[config.mk]
export PLATFORM = sky130hd
export DESIGN_NAME = ptmr_top
export DESIGN_NICKNAME = d
export VERILOG_FILES = /design/src/rtl/ptmr_pkg.sv /design/src/rtl/ptmr_prescale.sv /design/src/rtl/ptmr_count.sv /design/src/rtl/ptmr_post.sv /design/src/rtl/ptmr_top.sv
export SDC_FILE = /design/constraint.sdc
export NUM_CORES = 1
export LEC_CHECK = 0
export BUFFER_PORTS_ARGS = -buffer_cell sky130_fd_sc_hd__clkbuf_2
export CAP_MARGIN = 25
export CELL_PAD_IN_SITES_DETAIL_PLACEMENT = 0
export CELL_PAD_IN_SITES_GLOBAL_PLACEMENT = 2
export CORE_ASPECT_RATIO = 1.5
export CORE_UTILIZATION = 33
export CTS_BUF_LIST = sky130_fd_sc_hd__clkbuf_4
export DETAILED_ROUTE_END_ITERATION = 7
export HOLD_SLACK_MARGIN = 0.05
export PLACE_DENSITY = 0.71
export SYNTH_ARGS = -nofsm -noshare
export SYNTH_HDL_FRONTEND = slang
export SYNTH_HIERARCHICAL = 1
export SYNTH_SLANG_ARGS = --single-unit
[constraint.sdc]
create_clock -name clk -period 3.15 [get_ports clk]
set_input_delay 0.315 -clock clk [delete_from_list [all_inputs] [get_ports clk]]
set_output_delay 0.315 -clock clk [all_outputs]
set_load 0.02 [all_outputs]
[src/rtl/ptmr_pkg.sv]
package ptmr_pkg;
    localparam int CNT_W  = 8;
    localparam int PS_W   = 4;
    localparam int PRE_W  = 4;
    localparam logic [CNT_W-1:0] PERIOD_RST = '1;

    typedef enum logic [1:0] {
        PRE_DIV1  = 2'b00,
        PRE_DIV4  = 2'b01,
        PRE_DIV16 = 2'b10,
        PRE_DIV16X = 2'b11
    } pre_sel_e;

    typedef struct packed {
        logic            rsvd;
        logic [PS_W-1:0] post;
        logic            run;
        pre_sel_e        pre;
    } ctrl_t;

    typedef enum logic [1:0] {
        SEL_COUNT  = 2'd0,
        SEL_PERIOD = 2'd1,
        SEL_CTRL   = 2'd2,
        SEL_NONE   = 2'd3
    } reg_sel_e;

    function automatic logic [PRE_W-1:0] pre_limit(pre_sel_e s);
        case (s)
            PRE_DIV1: return PRE_W'(0);
            PRE_DIV4: return PRE_W'(3);
            default:  return PRE_W'(15);
        endcase
    endfunction
endpackage

[src/rtl/ptmr_prescale.sv]
module ptmr_prescale
    import ptmr_pkg::*;
(
    input  logic     clk,
    input  logic     rst,
    input  logic     clr,
    input  logic     tick,
    input  logic     run,
    input  pre_sel_e sel,
    output logic     adv
);
    logic [PRE_W-1:0] pcnt;
    logic [PRE_W-1:0] lim;
    logic             last;

    assign lim  = pre_limit(sel);
    assign last = (pcnt == lim);
    assign adv  = tick & run & last & ~clr;

    always_ff @(posedge clk) begin
        if (rst || clr) begin
            pcnt <= '0;
        end else if (tick && run) begin
            pcnt <= last ? '0 : pcnt + 1'b1;
        end
    end


    pcnt_range_chk: assert property (@(posedge clk) disable iff (rst)
        pcnt <= lim);


    pcnt_clear_chk: assert property (@(posedge clk) disable iff (rst)
        clr |=> (pcnt == '0));
endmodule

[src/rtl/ptmr_count.sv]
module ptmr_count
    import ptmr_pkg::*;
(
    input  logic             clk,
    input  logic             rst,
    input  logic             adv,
    input  logic             wr_cnt,
    input  logic             wr_per,
    input  logic [CNT_W-1:0] wdata,
    output logic [CNT_W-1:0] count,
    output logic [CNT_W-1:0] period,
    output logic             match_q
);
    logic eq;
    assign eq = (count == period);

    always_ff @(posedge clk) begin
        if (rst) begin
            count   <= '0;
            period  <= PERIOD_RST;
            match_q <= 1'b0;
        end else begin
            match_q <= adv & eq;
            if (wr_cnt) begin
                count <= wdata;
            end else if (adv) begin
                count <= eq ? '0 : count + 1'b1;
            end
            if (wr_per) begin
                period <= wdata;
            end
        end
    end


    match_zero_chk: assert property (@(posedge clk) disable iff (rst)
        match_q |-> (count == '0));


    wrap_chk: assert property (@(posedge clk) disable iff (rst)
        (adv && eq && !wr_cnt) |=> (match_q && count == '0));
endmodule

[src/rtl/ptmr_post.sv]
module ptmr_post
    import ptmr_pkg::*;
(
    input  logic            clk,
    input  logic            rst,
    input  logic            clr,
    input  logic            match,
    input  logic [PS_W-1:0] limit,
    input  logic            irq_clr,
    output logic            flag
);
    logic [PS_W-1:0] pscnt;
    logic            set;

    assign set = match & ~clr & (pscnt == limit);

    always_ff @(posedge clk) begin
        if (rst || clr) begin
            pscnt <= '0;
        end else if (match) begin
            pscnt <= (pscnt == limit) ? '0 : pscnt + 1'b1;
        end
    end

    always_ff @(posedge clk) begin
        if (rst) begin
            flag <= 1'b0;
        end else begin
            flag <= set | (flag & ~irq_clr);
        end
    end


    pscnt_range_chk: assert property (@(posedge clk) disable iff (rst)
        pscnt <= limit);


    set_wins_chk: assert property (@(posedge clk) disable iff (rst)
        set |=> flag);


    clr_drops_chk: assert property (@(posedge clk) disable iff (rst)
        (irq_clr && !set) |=> !flag);
endmodule

[src/rtl/ptmr_top.sv]
module ptmr_top
    import ptmr_pkg::*;
(
    input  logic             clk,
    input  logic             rst,
    input  logic             tick_en,
    input  logic             wr_en,
    input  logic [1:0]       wr_sel,
    input  logic [CNT_W-1:0] wr_data,
    input  logic [1:0]       rd_sel,
    output logic [CNT_W-1:0] rd_data,
    input  logic             irq_clr,
    output logic             irq_flag,
    output logic             match_pulse
);
    ctrl_t            ctrl_q;
    logic             wr_cnt, wr_per, wr_ctl, restart, adv;
    logic [CNT_W-1:0] count, period;

    assign wr_cnt  = wr_en && (reg_sel_e'(wr_sel) == SEL_COUNT);
    assign wr_per  = wr_en && (reg_sel_e'(wr_sel) == SEL_PERIOD);
    assign wr_ctl  = wr_en && (reg_sel_e'(wr_sel) == SEL_CTRL);
    assign restart = wr_cnt | wr_ctl;

    always_ff @(posedge clk) begin
        if (rst) begin
            ctrl_q <= '0;
        end else if (wr_ctl) begin
            ctrl_q <= ctrl_t'({1'b0, wr_data[CNT_W-2:0]});
        end
    end

    ptmr_prescale u_pre (
        .clk  (clk),
        .rst  (rst),
        .clr  (restart),
        .tick (tick_en),
        .run  (ctrl_q.run),
        .sel  (ctrl_q.pre),
        .adv  (adv)
    );

    ptmr_count u_cnt (
        .clk     (clk),
        .rst     (rst),
        .adv     (adv),
        .wr_cnt  (wr_cnt),
        .wr_per  (wr_per),
        .wdata   (wr_data),
        .count   (count),
        .period  (period),
        .match_q (match_pulse)
    );

    ptmr_post u_post (
        .clk     (clk),
        .rst     (rst),
        .clr     (restart),
        .match   (match_pulse),
        .limit   (ctrl_q.post),
        .irq_clr (irq_clr),
        .flag    (irq_flag)
    );

    always_comb begin
        case (reg_sel_e'(rd_sel))
            SEL_COUNT:  rd_data = count;
            SEL_PERIOD: rd_data = period;
            SEL_CTRL:   rd_data = ctrl_q;
            default:    rd_data = '0;
        endcase
    end


    hold_when_off_chk: assert property (@(posedge clk) disable iff (rst)
        (!ctrl_q.run && !wr_cnt) |=> $stable(count));


    ctrl_keeps_count_chk: assert property (@(posedge clk) disable iff (rst)
        (wr_ctl && !wr_cnt) |=> $stable(count));


    rsvd_zero_chk: assert property (@(posedge clk) disable iff (rst)
        ctrl_q.rsvd == 1'b0);
endmodule

==> insert_results.sql, run 1 <==
INSERT INTO impl_metrics (metric_group, metric, value, unit) VALUES
('timing', 'slew_violations', '0', ''),
('drt', 'drt-vias-per-instance', '5.34', ''),
('global_routing', 'maximum_number_of_pins_on_one_net_before_global_route_repair', '22', ''),
('synth', 'netlist-cell-type-count', '43', ''),
('clock_network', 'worstSkewPairLatency', '0.33', 'ns'),
('setup_path', 'setup.worst_path.start_class', 'flip-flop', ''),
('timing', 'timing.clock.skew', '0.00393', 'ns'),
('setup_path', 'crit_path_end_kind', 'flip-flop', ''),
('synth', 'post_synth_inst_count', '202', ''),
('synth', 'post-synth-top-count-cell', 'sky130_fd_sc_hd__dfxtp_1', ''),
('synth', 'postSynthRegisterBits', '33', ''),
('setup_path', 'worst-endpoint-required', '3.41', 'ns'),
('floorplan', 'placementRows', '33', ''),
('synth', 'yosys_warnings', '6', ''),
('final_layout', 'number_of_diodes_added_for_antenna_fixing', '0', ''),
('final_layout', 'num-nets-final', '248', ''),
('clock_network', 'post_cts_hold_buffer_count', '0', ''),
('clock_network', 'post_cts.resized_instances', '0', ''),
('final_layout', 'layout-drive-gt1-share', '21.8', '%'),
('floorplan', 'die-area', '6100', 'sq um'),
('setup_path', 'arrival', '2.60', 'ns'),
('clock_network', 'number_of_levels_the_h_tree_was_split_into', '2', ''),
('global_routing', 'grt_antenna_before_repair', '0', ''),
('drt', 'wl_met3', '131', 'um'),
('global_routing', 'first_global_vias', '1561', ''),
('synth', 'postSynthAreaPerCell', '9.45', 'sq um'),
('floorplan', 'core_region_area', '5530', 'sq um'),
('synth', 'netlist.top_cell.by_area', 'sky130_fd_sc_hd__dfxtp_1', ''),
('final_layout', 'n_fill_cell', '569', ''),
('drt', 'top_layer_used', 'met4', ''),
('floorplan', 'design.portCount', '27', ''),
('floorplan', 'die_y', '95.2', 'um'),
('clock_network', 'tritoncts_clock_tree', 'built', ''),
('synth', 'synth.yosys.seq_area_share', '34.6', '%'),
('synth', 'ys_top_cells_by_count', 'sky130_fd_sc_hd__dfxtp_1 (33), sky130_fd_sc_hd__xor2_1 (21), sky130_fd_sc_hd__mux2i_1 (16)', ''),
('floorplan', 'initial_util', '34.5', '%'),
('timing', 'max_slew_margin', '66.2', '%'),
('power', 'power_density', '377', 'nW/um^2'),
('drt', 'antenna_left', '0', ''),
('clock_network', 'cts-root-to-sink-buffers', '2', ''),
('setup_path', 'crit_path_cell_trace', 'or4_4, a221oi_2, nor2b_1, buf_4, nand2b_1, a311o_2, o22ai_1', ''),
('clock_network', 'cts_made_buffers', '5', ''),
('clock_network', 'clock_sinks', '33', ''),
('synth', 'syn_nets', '222', ''),
('job', 'cap_viol_max_count', '0', ''),
('power', 'p_leak', '0.836', 'nW'),
('synth', 'netlist_top_cells_area', 'sky130_fd_sc_hd__dfxtp_1 (35%), sky130_fd_sc_hd__xor2_1 (9.6%), sky130_fd_sc_hd__mux2i_1 (8.4%)', ''),
('global_routing', 'global_route.overflow_total', '0', ''),
('setup_path', 'cp_slowest_cell', 'sky130_fd_sc_hd__or4_4', ''),
('setup_path', 'max_stage_delay', '0.55', 'ns'),
('final_layout', 'layout-area-overhead-vs-synth', '12.6', '%'),
('setup_path', 'cp_max_fo', '9', ''),
('drt', 'drt_iter0_drcs', '48', ''),
('clock_network', 'cts_root_buf', 'sky130_fd_sc_hd__clkbuf_4', ''),
('floorplan', 'die_width', '64.1', 'um'),
('status', 'outcome', 'finished clean', ''),
('clock_network', 'clk_pin_slew_worst_paths', '0.10', 'ns'),
('drt', 'detail_route.wirelength.met1', '1980', 'um'),
('power', 'peakVddDrop', '0.195', 'mV'),
('placed_design', 'place.detailed.instances', '291', ''),
('final_layout', 'stdcell_count', '299', ''),
('drt', 'drt-total-wl', '4760', 'um'),
('synth', 'async_flop_share', '0', '%'),
('synth', 'yosysTopAreaCellShare', '34.6', '%'),
('timing', 'worst_pin_slew', '0.502', 'ns'),
('drt', 'wl_met2', '2570', 'um'),
('setup_path', 'setup.worst_path.class', 'flip-flop to flip-flop', ''),
('timing', 'report.final.hold_viol_count', '0', ''),
('setup_path', 'path_delay_family', 'compound AO/OA/AOI/OAI gates', ''),
('timing', 'report.final.setup_viol', '0', ''),
('placed_design', 'detailed_place_hpwl', '3700', 'um');
==> where the power goes <==
part / total, W / switching (W) / internal (W)
sequential: 0.000446 / 0.0000161 / 0.000429
combinational: 0.000116 / 0.0000652 / 0.0000511
clock: 0.000249 / 0.000134 / 0.000115
==> final timing paths <==
kind / startpoint / to / slack, ns / cells past startpoint
worst max-delay path: u_pre/pcnt[0]$_SDFFE_PP0N_ / u_cnt/count[7]$_SDFFE_PP0P_ / 0.81 / 7
worst min-delay path: wr_data[7] / u_cnt/period[7]$_SDFFE_PP1P_ / 0.22 / 2
worst max register to register: u_pre/pcnt[0]$_SDFFE_PP0N_ / u_cnt/count[7]$_SDFFE_PP0P_ / 0.81 / 7
worst min register to register: u_pre/pcnt[3]$_SDFFE_PP0N_ / u_pre/pcnt[3]$_SDFFE_PP0N_ / 0.51 / 2
==> worst register-to-register path: stages, from the launching register on <==
cell and delay (ns):
sky130_fd_sc_hd__dfxtp_1 0.36, sky130_fd_sc_hd__or4_4 0.55, sky130_fd_sc_hd__a221oi_2 0.30, sky130_fd_sc_hd__nor2b_1 0.18, sky130_fd_sc_hd__buf_4 0.17, sky130_fd_sc_hd__nand2b_1 0.08
sky130_fd_sc_hd__a311o_2 0.44, sky130_fd_sc_hd__o22ai_1 0.19
==> metrics by stage <==
stage	instance area (sq um)	total power, W	worst slack, ns	hold slack, ns	util (%)
after floorplan	1910	0.000533	0.868	0.391	-
after global placement	2090	0.000570	0.887	0.495	37.8
after detailed placement	2090	0.000573	0.825	0.500	37.8
after CTS	2150	0.000830	0.788	0.206	38.9
after global routing	2150	0.000859	0.666	0.208	38.9
final	2150	0.000811	0.806	0.219	38.9
==> sequential cells by signal, summed over array words and instances (netlist names) <==
name and cells:
ctrl_q 7, u_cnt/count 8, u_post/flag 1, u_cnt/match_q 1, u_cnt/period 8, u_post/pscnt 4
u_pre/pcnt 4
==> final cells by class <==
| class | instances | area (sq um) | area share, % |
|---|---|---|---|
| clock buffer | 8 | 60.1 | 2.79 |
| multi-input combinational | 156 | 1170 | 54.6 |
| sequential | 33 | 661 | 30.7 |
| tap | 70 | 87.6 | 4.07 |
| timing repair buffer | 30 | 160 | 7.45 |
| inverter | 2 | 7.51 | 0.349 |
==> kinds of logic (layout without fill, tap and decap cells) <==
logic type	Yosys count	count (layout)	synth area share, %
and+or+nand+nor	73	73	23.7
AOI/OAI and AO/OA	42	42	17.3
DFF	33	33	34.6
xor gates and xnor gates	22	22	10.1
muxes	16	16	8.39
buffers and inverters	13	40	3.93
adders and majority gates	3	3	1.97
==> metal layers <==
layer,up-vias,track usage (%)
met5,-,0
met2,26,32.9
met3,7,3.71
met4,0,5.56
li1,783,-
met1,780,18.6
==> layout by cell type, fill, tap and decap left out, types with 2 or more instances in the layout <==
cell type,n
sky130_fd_sc_hd__xor2_1,21
sky130_fd_sc_hd__dfxtp_1,33
sky130_fd_sc_hd__nor2b_1,12
sky130_fd_sc_hd__clkbuf_2,26
sky130_fd_sc_hd__o22ai_1,8
sky130_fd_sc_hd__nor3_2,2
sky130_fd_sc_hd__nor3b_1,8
sky130_fd_sc_hd__nand2b_1,10
sky130_fd_sc_hd__nand2_1,5
sky130_fd_sc_hd__nor2_1,7
sky130_fd_sc_hd__a21oi_1,10
sky130_fd_sc_hd__a211o_1,8
sky130_fd_sc_hd__inv_1,2
sky130_fd_sc_hd__a2111oi_2,3
sky130_fd_sc_hd__nor3_1,2
sky130_fd_sc_hd__o2bb2ai_1,7
sky130_fd_sc_hd__nand3_1,10
sky130_fd_sc_hd__or2b_1,5
sky130_fd_sc_hd__buf_4,4
sky130_fd_sc_hd__clkbuf_4,8
sky130_fd_sc_hd__ha_1,3
sky130_fd_sc_hd__mux2i_1,16
No activity file was read; power rests on OpenSTA's default activity.
==> inputs of run 2 (changes only) <==
Clock period 3.15 ns to 2.2 ns, I/O delays scaled along.
==> run 2 against run 1 <==
Net effect: combinational power rose by 51%; cell area up 2.8%; largest cell class unchanged; worst setup slack worse by 0.75 ns.
==> insert_results.sql, run 2 (same netlist as run 1, synthesis figures left out) <==
INSERT INTO impl_metrics (metric_group, metric, value, unit) VALUES
('status', 'outcome', 'finished clean', ''),
('setup_path', 'setup.worst_path.start_class', 'flip-flop', ''),
('power', 'power.share.sequential', '56.4', '%'),
('setup_path', 'critPathBufInv', '0', ''),
('global_routing', 'maximum_number_of_pins_on_one_net_before_global_route_repair', '31', ''),
('drt', 'avgRoutedWirePerCell', '15.9', 'um'),
('drt', 'drt-total-wl', '4840', 'um'),
('clock_network', 'number_of_levels_the_h_tree_was_split_into', '2', ''),
('placed_design', 'detailed_place_hpwl', '3710', 'um'),
('power', 'comb_power_share', '15.6', '%'),
('final_layout', 'layout-area-overhead-vs-synth', '15.7', '%'),
('setup_path', 'crit_path_end_kind', 'flip-flop', ''),
('clock_network', 'cts_root_buf', 'sky130_fd_sc_hd__clkbuf_4', ''),
('timing', 'period_needed', '2.14', 'ns'),
('worst_hold_path', 'worstHoldPathType', 'primary input to flip-flop', ''),
('drt', 'detail_route.wirelength.met1', '1970', 'um'),
('clock_network', 'clock_sinks', '33', ''),
('drt', 'drt_iter0_drcs', '39', ''),
('setup_path', 'cp_slowest_cell', 'sky130_fd_sc_hd__or3_2', ''),
('clock_network', 'cts-root-to-sink-buffers', '2', ''),
('global_routing', 'first_global_vias', '1694', ''),
('power', 'total_internal_power', '0.000808', 'W'),
('floorplan', 'core_region_area', '5530', 'sq um'),
('timing', 'max_slew_margin', '66.7', '%'),
('global_routing', 'grt_first_pass_wirelength', '8160', 'um'),
('final_layout', 'layout.area.seq', '661', 'sq um'),
('timing', 'maxClockFrequency', '466', 'MHz'),
('setup_path', 'cp_max_fo', '8', ''),
('final_layout', 'layout-drive-gt1-share', '23.8', '%'),
('timing', 'slew_violations', '0', ''),
('drt', 'detailroute.via_count', '1594', ''),
('floorplan', 'design.portCount', '27', ''),
('power', 'net-switching-power', '0.000320', 'W'),
('setup_path', 'path_delay_family', 'compound AO/OA/AOI/OAI gates', ''),
('setup_path', 'arrival', '2.41', 'ns'),
('final_layout', 'num-nets-final', '254', ''),
('drt', 'drc', '0', ''),
('floorplan', 'initial_util', '34.5', '%'),
('timing', 'worst_pin_slew', '0.499', 'ns'),
('setup_path', 'worst-endpoint-required', '2.46', 'ns'),
('global_routing', 'grt_antenna_before_repair', '0', ''),
('setup_path', 'max_stage_delay', '0.53', 'ns'),
('clock_network', 'cts_made_buffers', '5', ''),
('drt', 'antenna_left', '0', ''),
('final_layout', 'number_of_diodes_added_for_antenna_fixing', '0', ''),
('floorplan', 'placementRows', '33', ''),
('power', 'net_switching_fraction_of_the_power', '28.4', '%'),
('timing', 'report.final.setup_viol', '0', ''),
('timing', 'period_share', '97.5', '%'),
('power', 'peakVddDrop', '0.334', 'mV'),
('drt', 'drt-vias-per-instance', '5.23', ''),
('power', 'power_density', '510', 'nW/um^2'),
('setup_path', 'setup.worst_path.class', 'flip-flop to flip-flop', ''),
('drt', 'wl_met2', '2680', 'um'),
('clock_network', 'post-cts-setup-buffers', '0', ''),
('final_layout', 'multi_input_comb_area', '1200', 'sq um'),
('timing', 'total_neg_setup_slack', '0', 'ns'),
('final_layout', 'layout_commonest_cell', 'sky130_fd_sc_hd__dfxtp_1', ''),
('global_routing', 'global_route.overflow_total', '0', ''),
('timing', 'report.final.hold_viol_count', '0', ''),
('final_layout', 'n_fill_cell', '592', ''),
('power', 'p_leak', '0.863', 'nW'),
('power', 'power.clock.fraction', '28.1', '%'),
('job', 'cap_viol_max_count', '0', ''),
('clock_network', 'tritoncts_clock_tree', 'built', ''),
('clock_network', 'worstSkewPairLatency', '0.33', 'ns'),
('drt', 'drt-pass1-iter-count', '4', ''),
('setup_path', 'crit_path_cell_trace', 'or3_2, a221oi_4, nor2b_4, nand2b_1, a311o_2, o22ai_2', ''),
('drt', 'top_layer_used', 'met4', ''),
('placed_design', 'final_weighted_congestion_in_routability_driven_placement', '0.758', ''),
('drt', 'wl_met3', '106', 'um'),
('floorplan', 'die_y', '95.2', 'um'),
('clock_network', 'clk_pin_slew_worst_paths', '0.10', 'ns'),
('final_layout', 'largest_regs', 'u_cnt/count x8, u_cnt/period x8, ctrl_q x7', ''),
('placed_design', 'port_buffers', '26', ''),
('floorplan', 'die_width', '64.1', 'um'),
('global_routing', 'grtUsageTotal', '17.6', '%'),
('timing', 'timing.clock.skew', '0.00513', 'ns'),
('power', 'total_power_consumption', '0.00113', 'W'),
('floorplan', 'die-area', '6100', 'sq um'),
('final_layout', 'layout_common_cells', 'sky130_fd_sc_hd__dfxtp_1 (33), sky130_fd_sc_hd__clkbuf_2 (26), sky130_fd_sc_hd__xor2_1 (21)', '');
run 2: through the flow:
step	util (%)	setup slack (ns)	instance area [sq um]	instances	hold slack, ns
after global placement	38.6	0.109	2130	297	0.460
after floorplan	-	0.0172	1910	202	0.296
after detailed placement	38.6	0.0570	2130	297	0.465
after CTS	39.5	0.0265	2180	305	0.107
final	39.9	0.0551	2210	305	0.123
after global routing	39.9	-0.0160	2210	305	0.106
run 2: final timing paths:
check | from | to | slack, ns | cells after the start
setup / recovery | u_pre/pcnt[2]$_SDFFE_PP0N_ | u_cnt/count[7]$_SDFFE_PP0P_ | 0.06 | 6
hold / removal | wr_data[7] | u_cnt/period[7]$_SDFFE_PP1P_ | 0.12 | 2
setup reg to reg | u_pre/pcnt[2]$_SDFFE_PP0N_ | u_cnt/count[7]$_SDFFE_PP0P_ | 0.06 | 6
hold reg to reg | u_pre/pcnt[3]$_SDFFE_PP0N_ | u_pre/pcnt[3]$_SDFFE_PP0N_ | 0.52 | 2
run 2: power by group through the flow:
stage | registers, W | clock network [W] | logic [W]
3_5_place_dp | 0.000650 | 0 | 0.000174
5_1_grt | 0.000639 | 0.000363 | 0.000195
2_1_floorplan | 0.000644 | 0 | 0.000119
6_report | 0.000636 | 0.000316 | 0.000175
4_1_cts | 0.000636 | 0.000337 | 0.000175
3_3_place_gp | 0.000649 | 0 | 0.000171
run 2: repair_timing:
item | 4_1_cts | 5_1_grt
endpoints found under the hold margin | 0 | 0
hold buffers | 0 | 0
resized for setup | 0 | 4
setup endpoints to repair | 0 | 8
run 2: metal layers:
metal | GRT usage [%] | up-vias
met3 | 3.47 | 7
met2 | 34.1 | 17
met4 | 5.37 | 0
li1 | - | 793
met5 | 0 | -
met1 | 18.9 | 777
run 2: area by class of cell:
type | count | area share, %
timing repair buffer | 36 | 9.29
clock buffer | 5 | 1.70
sequential | 33 | 29.9
clock inverter | 3 | 0.566
tap | 70 | 3.96
inverter | 2 | 0.340
multi-input combinational | 156 | 54.2
